<file path="src/rtl/txfc_pkg.sv">
package txfc_pkg;
    localparam int TEC_W  = 8;
    localparam int STAT_W = 16;
    localparam int NRX    = 3;

    localparam int BIT_RX_WARN = 8;
    localparam int BIT_TX_WARN = 9;
    localparam int BIT_RX_PASS = 10;
    localparam int BIT_RX_BOFF = 11;
    localparam int BIT_TX_PASS = 12;
    localparam int BIT_TX_BOFF = 13;

    localparam logic [STAT_W-1:0] ERR_MASK =
        (STAT_W'(1) << BIT_RX_WARN) | (STAT_W'(1) << BIT_TX_WARN) |
        (STAT_W'(1) << BIT_RX_PASS) | (STAT_W'(1) << BIT_RX_BOFF) |
        (STAT_W'(1) << BIT_TX_PASS) | (STAT_W'(1) << BIT_TX_BOFF);

    typedef enum logic [1:0] {
        CONF_ACTIVE  = 2'd0,
        CONF_PASSIVE = 2'd1,
        CONF_BUSOFF  = 2'd2
    } conf_state_e;

    typedef enum logic [1:0] {
        BUF_EMPTY  = 2'd0,
        BUF_LOADED = 2'd1,
        BUF_SCHED  = 2'd2
    } buf_state_e;

    typedef struct packed {
        logic err;
        logic ok;
        logic recover;
    } tec_evt_t;

    // One step of the counter, one bit wider so an overflow is visible.
    function automatic logic [TEC_W:0] tec_next(input logic [TEC_W-1:0] cur,
                                               input tec_evt_t ev,
                                               input logic [TEC_W-1:0] step);
        logic [TEC_W:0] s;
        s = {1'b0, cur} + (ev.err ? {1'b0, step} : '0);
        if (ev.ok && (s != '0))
            s = s - 1'b1;
        return s;
    endfunction
endpackage

</file>
<file path="src/rtl/txfc_err_counter.sv">
module txfc_err_counter
    import txfc_pkg::*;
#(
    parameter int ERR_STEP = 8,
    parameter int WARN_LIM = 96,
    parameter int PASS_LIM = 127
) (
    input  logic             clk,
    input  logic             rst,
    input  tec_evt_t         ev,
    output logic [TEC_W-1:0] tec,
    output conf_state_e      state,
    output logic             warn
);
    localparam logic [TEC_W:0]   TOP_V  = (TEC_W+1)'((1 << TEC_W) - 1);
    localparam logic [TEC_W:0]   PASS_V = (TEC_W+1)'(PASS_LIM);
    localparam logic [TEC_W-1:0] WARN_V = TEC_W'(WARN_LIM);
    localparam logic [TEC_W-1:0] STEP_V = TEC_W'(ERR_STEP);

    logic [TEC_W-1:0] tec_q;
    conf_state_e      st_q;
    logic [TEC_W:0]   sum;

    always_comb sum = tec_next(tec_q, ev, STEP_V);

    always_ff @(posedge clk) begin
        if (rst) begin
            tec_q <= '0;
            st_q  <= CONF_ACTIVE;
        end else if (st_q == CONF_BUSOFF) begin
            if (ev.recover) begin
                tec_q <= '0;
                st_q  <= CONF_ACTIVE;
            end
        end else if (sum > TOP_V) begin
            tec_q <= '1;
            st_q  <= CONF_BUSOFF;
        end else begin
            tec_q <= sum[TEC_W-1:0];
            st_q  <= (sum > PASS_V) ? CONF_PASSIVE : CONF_ACTIVE;
        end
    end

    assign tec   = tec_q;
    assign state = st_q;
    assign warn  = (tec_q >= WARN_V);
endmodule

</file>
<file path="src/rtl/txfc_buf_tracker.sv">
module txfc_buf_tracker
    import txfc_pkg::*;
#(
    parameter int NB = 3,
    localparam int IDXW = (NB > 1) ? $clog2(NB) : 1
) (
    input  logic            clk,
    input  logic            rst,
    input  logic [NB-1:0]   load,
    input  logic [NB-1:0]   req,
    input  logic            ok,
    input  logic [IDXW-1:0] ok_idx,
    input  logic            block,
    output logic [NB-1:0]   free
);
    for (genvar i = 0; i < NB; i++) begin : g_buf
        buf_state_e st;
        logic       hit;

        assign hit = ok && (ok_idx == IDXW'(i));

        always_ff @(posedge clk) begin
            if (rst)
                st <= BUF_EMPTY;
            else if (req[i] && !block)
                st <= BUF_SCHED;
            else if (hit && st == BUF_SCHED)
                st <= BUF_EMPTY;
            else if (load[i] && st == BUF_EMPTY)
                st <= BUF_LOADED;
        end

        assign free[i] = (st == BUF_EMPTY);
    end
endmodule

</file>
<file path="src/rtl/txfc_status_reg.sv">
module txfc_status_reg
    import txfc_pkg::*;
#(
    parameter int               W    = STAT_W,
    parameter logic [W-1:0]     MASK = ERR_MASK
) (
    input  logic         clk,
    input  logic         rst,
    input  logic [W-1:0] cond,
    input  logic         clr_we,
    input  logic [W-1:0] clr_data,
    output logic [W-1:0] stat,
    output logic         any_err
);
    logic [W-1:0] prev_q;
    logic [W-1:0] stat_q;
    logic [W-1:0] rise;
    logic [W-1:0] clr;

    always_comb begin
        rise = cond & ~prev_q & MASK;
        clr  = clr_we ? clr_data : '0;
    end

    always_ff @(posedge clk) begin
        if (rst) begin
            prev_q <= '0;
            stat_q <= '0;
        end else begin
            prev_q <= cond & MASK;
            stat_q <= (stat_q & ~clr) | rise;
        end
    end

    assign stat    = stat_q;
    assign any_err = |(stat_q & MASK);
endmodule

</file>
<file path="src/rtl/can_tx_fault_conf.sv">
module can_tx_fault_conf
    import txfc_pkg::*;
#(
    parameter int NBUF     = 3,
    parameter int ERR_STEP = 8,
    parameter int WARN_LIM = 96,
    parameter int PASS_LIM = 127
) (
    input  logic                    clk,
    input  logic                    rst,
    input  logic                    tx_err_pulse,
    input  logic                    tx_ok_pulse,
    input  logic [$clog2(NBUF)-1:0] tx_ok_buf,
    input  logic [NBUF-1:0]         buf_load,
    input  logic [NBUF-1:0]         buf_req,
    input  logic                    recover_req,
    input  logic [NRX-1:0]          rx_cond,
    input  logic                    stat_wr,
    input  logic [STAT_W-1:0]       stat_wdata,
    output logic [TEC_W-1:0]        tec,
    output logic                    tx_warn,
    output logic                    tx_passive,
    output logic                    tx_busoff,
    output logic [NBUF-1:0]         buf_free,
    output logic                    err_irq,
    output logic [STAT_W-1:0]       int_status
);
    tec_evt_t          ev;
    conf_state_e       state;
    logic [STAT_W-1:0] cond;
    logic              ok_live;

    assign ok_live    = tx_ok_pulse && !tx_busoff;
    assign ev         = '{err: tx_err_pulse, ok: tx_ok_pulse, recover: recover_req};
    assign tx_passive = (state == CONF_PASSIVE);
    assign tx_busoff  = (state == CONF_BUSOFF);

    txfc_err_counter #(
        .ERR_STEP (ERR_STEP),
        .WARN_LIM (WARN_LIM),
        .PASS_LIM (PASS_LIM)
    ) u_cnt (
        .clk   (clk),
        .rst   (rst),
        .ev    (ev),
        .tec   (tec),
        .state (state),
        .warn  (tx_warn)
    );

    txfc_buf_tracker #(.NB(NBUF)) u_bufs (
        .clk    (clk),
        .rst    (rst),
        .load   (buf_load),
        .req    (buf_req),
        .ok     (ok_live),
        .ok_idx (tx_ok_buf),
        .block  (tx_busoff),
        .free   (buf_free)
    );

    always_comb begin
        cond              = '0;
        cond[BIT_RX_WARN] = rx_cond[0];
        cond[BIT_RX_PASS] = rx_cond[1];
        cond[BIT_RX_BOFF] = rx_cond[2];
        cond[BIT_TX_WARN] = tx_warn;
        cond[BIT_TX_PASS] = tx_passive;
        cond[BIT_TX_BOFF] = tx_busoff;
    end

    txfc_status_reg #(.W(STAT_W), .MASK(ERR_MASK)) u_stat (
        .clk      (clk),
        .rst      (rst),
        .cond     (cond),
        .clr_we   (stat_wr),
        .clr_data (stat_wdata),
        .stat     (int_status),
        .any_err  (err_irq)
    );
endmodule

</file>
<file path="config.mk">
export PLATFORM = sky130hd
export DESIGN_NAME = can_tx_fault_conf
export DESIGN_NICKNAME = d
export VERILOG_FILES = /design/src/rtl/txfc_pkg.sv /design/src/rtl/txfc_err_counter.sv /design/src/rtl/txfc_buf_tracker.sv /design/src/rtl/txfc_status_reg.sv /design/src/rtl/can_tx_fault_conf.sv
export SDC_FILE = /design/constraint.sdc
export NUM_CORES = 1
export LEC_CHECK = 0
export ABC_AREA = 1
export CAP_MARGIN = 20
export CORE_MARGIN = 2
export CORE_UTILIZATION = 49
export DETAILED_ROUTE_END_ITERATION = 10
export PLACE_DENSITY = 0.95
export REMOVE_ABC_BUFFERS = 1
export SLEW_MARGIN = 10
export SYNTH_ARGS = -nofsm -noshare
export SYNTH_HDL_FRONTEND = slang
export SYNTH_HIERARCHICAL = 1
export SYNTH_SLANG_ARGS = --single-unit
</file>
<file path="constraint.sdc">
create_clock -name clk -period 3.75 [get_ports clk]
set_clock_uncertainty 0.2 [all_clocks]
set_input_delay 1.125 -clock clk [delete_from_list [all_inputs] [get_ports clk]]
set_output_delay 1.125 -clock clk [all_outputs]
set_load 0.005 [all_outputs]
</file>
Word-level counts from Yosys, hierarchy flattened
Index checks and enable logic that the tools add are counted.
W data, S select, Z words.
{"block": "word_totals", "regBits": 38, "word_cells": 74, "out_inout_bits": 31, "inputBits": 33}
{"block": "classes", "n_lt_le_gt_ge": 3, "n_addsub": 2, "bitwise_logic": 5, "reduce_logical": 27, "n_eq_ne": 8, "mux": 19}
{"operator": "$mux W2", "n": 12}
{"operator": "$mux W8", "n": 3}
{"operator": "$and A16 B16 Y16", "n": 1}
{"operator": "$mux W16", "n": 1}
{"operator": "$not A16 Y16", "n": 1}
{"operator": "$or A16 B14 Y16", "n": 1}
{"operator": "$and A14 B14 Y14", "n": 1}
{"operator": "$logic_and A1 B1 Y1", "n": 14}
{"operator": "$not A14 Y14", "n": 1}
{"operator": "$eq A2 B2 Y1 const B", "n": 5}
{"operator": "$add A8 B9 Y9", "n": 1}
{"operator": "$gt A9 B7 Y1 const B", "n": 1}
{"operator": "$gt A9 B8 Y1 const B", "n": 1}
{"operator": "$mux W9", "n": 1}
{"operator": "$reduce_bool A3 Y1", "n": 3}
{"operator": "$reduce_bool A9 Y1", "n": 1}
{"operator": "$reduce_or A3 Y1", "n": 3}
{"operator": "$sub A9 B1 Y9 const B", "n": 1}
{"operator": "$ge A8 B7 Y1 const B", "n": 1}
{"operator": "$logic_not A2 Y1", "n": 4}
{"operator": "$reduce_or A6 Y1", "n": 1}
{"operator": "$eq A2 B1 Y1 const B", "n": 2}
{"operator": "$mux W4", "n": 1}
{"operator": "$ne A2 B2 Y1 const B", "n": 1}
{"operator": "other kinds (2)", "n": 2}

Longest topological paths before layout
{"block": "logic_depth", "word_depth": 9, "depth_mapped": 14, "ltp_nobuf": 14}

Cells and area by module
Netlist, hierarchy kept.
{"module": "txfc_err_counter", "area_each_um2": 835.8, "instances": 1, "cells_per_inst": 129, "seq_area_each_um2": 200.2}
{"module": "txfc_status_reg", "area_each_um2": 774.5, "instances": 1, "cells_per_inst": 93, "seq_area_each_um2": 440.4}
{"module": "txfc_buf_tracker", "area_each_um2": 271.5, "instances": 1, "cells_per_inst": 42, "seq_area_each_um2": 120.1}
{"module": "can_tx_fault_conf", "area_each_um2": 27.5, "instances": 1, "cells_per_inst": 7, "seq_area_each_um2": 0.0}

Worst setup path before layout
No wires, ideal clock.
{"block": "synth_path", "path_kind": "input to register", "from": "input port tx_err_pulse", "to": "register u_cnt.tec_q[2] (netlist: u_cnt/tec[2])", "arrival_ps": 2413, "slack_ps": 1014, "required_time_ps": 3426, "stages": 12, "setup_ps": 124, "path_buffers": 0, "path_cell_list": "ha_1 -> ha_1 -> nand2_1 -> nand2_2 -> clkinv_2 -> nand2_1 -> nor2_2 -> nand2_4 -> nand2_4 -> nand2_4 -> nand3_4 -> nand3_1"}
{"block": "synth_via", "elab_chain_len": 8, "word_cells_on_any_way": 9, "cone_classes": "2 x add/sub; 1 x order compare; 4 x mux; 2 x reduce/logical"}
{"item": "start: declaration", "line": "can_tx_fault_conf.sv:11", "text": "input logic tx_err_pulse,"}
{"item": "$mux W4 (*)", "line": "txfc_pkg.sv:41", "text": "s = {1'b0, cur} + (ev.err ? {1'b0, step} : '0);"}
{"item": "$add A8 B9 Y9 (*)", "line": "txfc_pkg.sv:41"}
{"item": "parallel branches: the longest is 2 deep, another holds $sub A9 B1 Y9"}
{"item": "$mux W9 (*)", "line": "txfc_pkg.sv:42", "text": "if (ev.ok && (s != '0))"}
{"item": "$gt A9 B8 Y1", "line": "txfc_err_counter.sv:35", "text": "end else if (sum > TOP_V) begin"}
{"item": "$mux W8 (*)", "line": "txfc_err_counter.sv:35"}
{"item": "$mux W8 (*)", "line": "txfc_err_counter.sv:30", "text": "end else if (st_q == CONF_BUSOFF) begin"}
{"item": "end signal: assignment", "line": "txfc_err_counter.sv:39", "text": "tec_q <= sum[TEC_W-1:0];"}
{"item": "end: declaration", "line": "txfc_err_counter.sv:20", "text": "logic [TEC_W-1:0] tec_q;"}
Mark *: on every way between the ends.
A chain may end at the register's enable or synchronous reset.

Worst setup path after layout
Ends and elaborated chain as after synthesis.

==> summary.md <==
| Metric | Value |
|---|---|
| Result of the run | `completed` |
| Final slew viol count | `0` |
| Final ANT Viol Nets | `0` |
| Total cell area at the placement stage | `roughly 2600 µm²` |
| Cell internal power dissipation | `~990 µW` |
| # H-tree levels | `2` |
| R2r startpoint | `u_cnt/tec[3]` |
| Setup slack of the most critical reg-to-reg path | `1510 ps` |
| IR drop worst, VDD | `0.000489 V` |
| Overall die height | `66.4 µm` |
| Via count of the first global-routing pass | `1701` |
| Fin util | `0.723` |
| Setup TNS after final layout | `0 ps` |
| Root Buffer Master | `clkbuf_8` |
| Full die area | `4400 µm²` |
| Combinational share of power | `0.421` |
| MaxCap Viol Count | `0` |
| Met1 track utilization from global routing | `0.251` |
| Number of clock buffers inserted by TritonCTS | `5` |
| Area of the mapped netlist | `1910 µm²` |
| Detailed-routing iteration count for the pre-antenna-repair pass | `5` |
| Worst endpoint required time | `about 3700 ps` |
| Number of placed I/O pins | `between 60 and 70` |
| Share of total power in sequential cells | `0.357` |
| Reg-to-reg endpoint | `u_cnt/tec[2]` |
| Fill cell total of the finished layout | `288` |
| Count of cells resized by post-cts repair | `0` |
| Maximum frequency from static timing analysis | `319 MHz` |
| Final routed wirelength across all metal layers | `~4.6 mm` |
| Die extent in x | `66.4 µm` |
| Finished Layout Cells | `about 380` |
| Hold_buf cts | `0` |
| Fraction of layout cells with a size suffix above 1 | `0.0985` |
| Path category of the worst min-delay check | `flip-flop to flip-flop` |
| Final RePlAce weighted congestion | `0.987` |
| Number of warnings printed during yosys synthesis | `6` |
| Number of antenna cells inserted | `0` |
| Clock net sink count | `38` |
| Core Region | `3690 µm²` |
| Endpoint arrival time on the critical path | `3100 ps` |
| Leakage power | `1.21 nW` |
| Cell area power density | `586 nW/µm²` |
| Area of all placed cells without fillers | `2670 µm²` |
| GRT Util Overall | `0.215` |
| Hold Crit Depth | `2` |
| Largest driver fanout on the critical path | `9` |
| Grt met2 use | `0.363` |
| Post-route fraction of the period consumed by the critical path | `0.837` |
| Timing startpoint of the critical path | `tx_err_pulse` |
| Setup-failing EPs final | `0` |
| Initial antenna violation count | `0` |
| Critical path endpoint | `u_cnt/tec[2]` |
| Syn Area/Cell | `7.06 µm²` |
| Number of buffers on the longest clock path | `2` |
| R2R depth | `13` |
| Via count normalized by instance count | `5.09` |
| Tmin final | `3140 ps` |
| Worst hold slack | `244 ps` |
| Switching power | `~570 µW` |
| Starting density of the core | `0.517` |
| Row count | `22` |
| Pin count of the biggest net entering global routing | `23` |
| Residual DRC count | `0` |
| Total number of vias | `roughly 1900` |
| Routed wire per std cell | `roughly 12 µm` |
| Switching portion of total power | `0.367` |
| Crit Path Class | `input pin to flip-flop` |
| Clock latency reported for the late side of the worst-skew pair | `280 ps` |
| Met3 GRT Util | `0.0562` |
| Startpoint class of the critical path | `input pin` |
| Area Growth Syn to Fin | `39.9%` |
| Number of post-CTS setup repair buffers | `0` |
| CTS tree | `done` |
| RSZ-0062 raised after global routing | `no` |
| Critical Path End Type | `flip-flop` |
| Power share of the clock group | `0.222` |
| Max transition margin | `0.611` |
| Clock transition time at the flip-flop clock pins of the worst setup and hold paths | `~70 ps` |
| Number of DRC markers in iteration 0 | `143` |
| Busiest layer in global routing | `met2` |
| Placed wire-length estimate | `3.52 mm` |
| Overflow left after global routing | `0` |
| Final nets | `approximately 370` |
| Slew at the pin closest to its max-slew limit | `~580 ps` |
| Number of placed instances with taps included | `376` |
| Wire length of the first global-routing pass | `7.25 mm` |
| Port-buffer cells | `63` |
| Cell count after synthesis | `270` |
| Number of failing hold endpoints at the final stage | `0` |
-- stage by stage --
stage | power, mW | setup WS (ps)
4_1_cts | 1.56 | 626
3_3_place_gp | 1.18 | 448
2_1_floorplan | 0.929 | 1010
6_report | 1.56 | 612
5_1_grt | 1.66 | 445
3_5_place_dp | 1.21 | 325
-- registers in the layout, indices dropped and copies added (netlist names) --
register and cells:
u_stat/stat 16, u_cnt/tec 8, u_bufs/g_buf.st 6, u_stat/prev_q 6, u_cnt/state 2
-- layout make-up --
cell class | instances | area [µm²] | share of cell area
multi-input cells | 184 | 935 | 0.351
flip-flops and latches | 38 | 761 | 0.285
inverters | 42 | 159 | 0.0596
repair buffers | 64 | 638 | 0.239
well taps | 48 | 60.1 | 0.0225
clock inverters | 1 | 30.0 | 0.0113
clock buffers | 6 | 82.6 | 0.0310
-- metal layers --
metal | wire length [µm] | part of all wire | up-vias
li1 | - | - | 978
met1 | 1960 | 0.42 | 860
met2 | 2160 | 0.46 | 98
met3 | 437 | 0.094 | 12
met4 | 89 | 0.019 | 0
met5 | 0 | 0 | -
-- placed cells by master, fill, tap and decap left out, drive strengths merged, types with 3 or more instances in the layout --
cell type / instances
clkdlybuf4s50: 63
nand3: 36
inv: 41
dfxtp: 38
clkbuf: 6
a21oi: 19
nand4: 10
nand2: 77
nor2: 31
nor3: 3
ha: 4
-- critical path: stages --
cell and delay, ps:
clkdlybuf4s50_1 460, ha_1 210, ha_1 240, inv_1 50, nand2_1 80, nand2_2 70
clkinv_2 80, nand2_1 60, nor2_2 180, nand2_4 120, nand2_4 110, nand2_4 70
nand3_4 140, nand3_1 90
-- power by group through the flow --
stage / Clock, mW / Sequential, mW / Combinational (mW)
finish: 0.346 / 0.558 / 0.657
global route: 0.375 / 0.569 / 0.721
CTS: 0.353 / 0.557 / 0.650
detailed placement: 0 / 0.565 / 0.645
global placement: 0 / 0.563 / 0.621
floorplan: 0 / 0.550 / 0.379
-- worst min-delay path by stage --
stage | startpoint | endpoint | slack, ps
3_5_place_dp | u_stat/stat[3] | u_stat/stat[3] | 240
6_report | u_stat/stat[1] | u_stat/stat[1] | 240
3_3_place_gp | u_stat/stat[5] | u_stat/stat[5] | 230
5_1_grt | u_stat/stat[1] | u_stat/stat[1] | 260
4_1_cts | u_stat/stat[3] | u_stat/stat[3] | 250
2_1_floorplan | u_bufs/g_buf[2].st[1] | u_bufs/g_buf[2].st[1] | 230
Power figures use the tool's default switching activity.
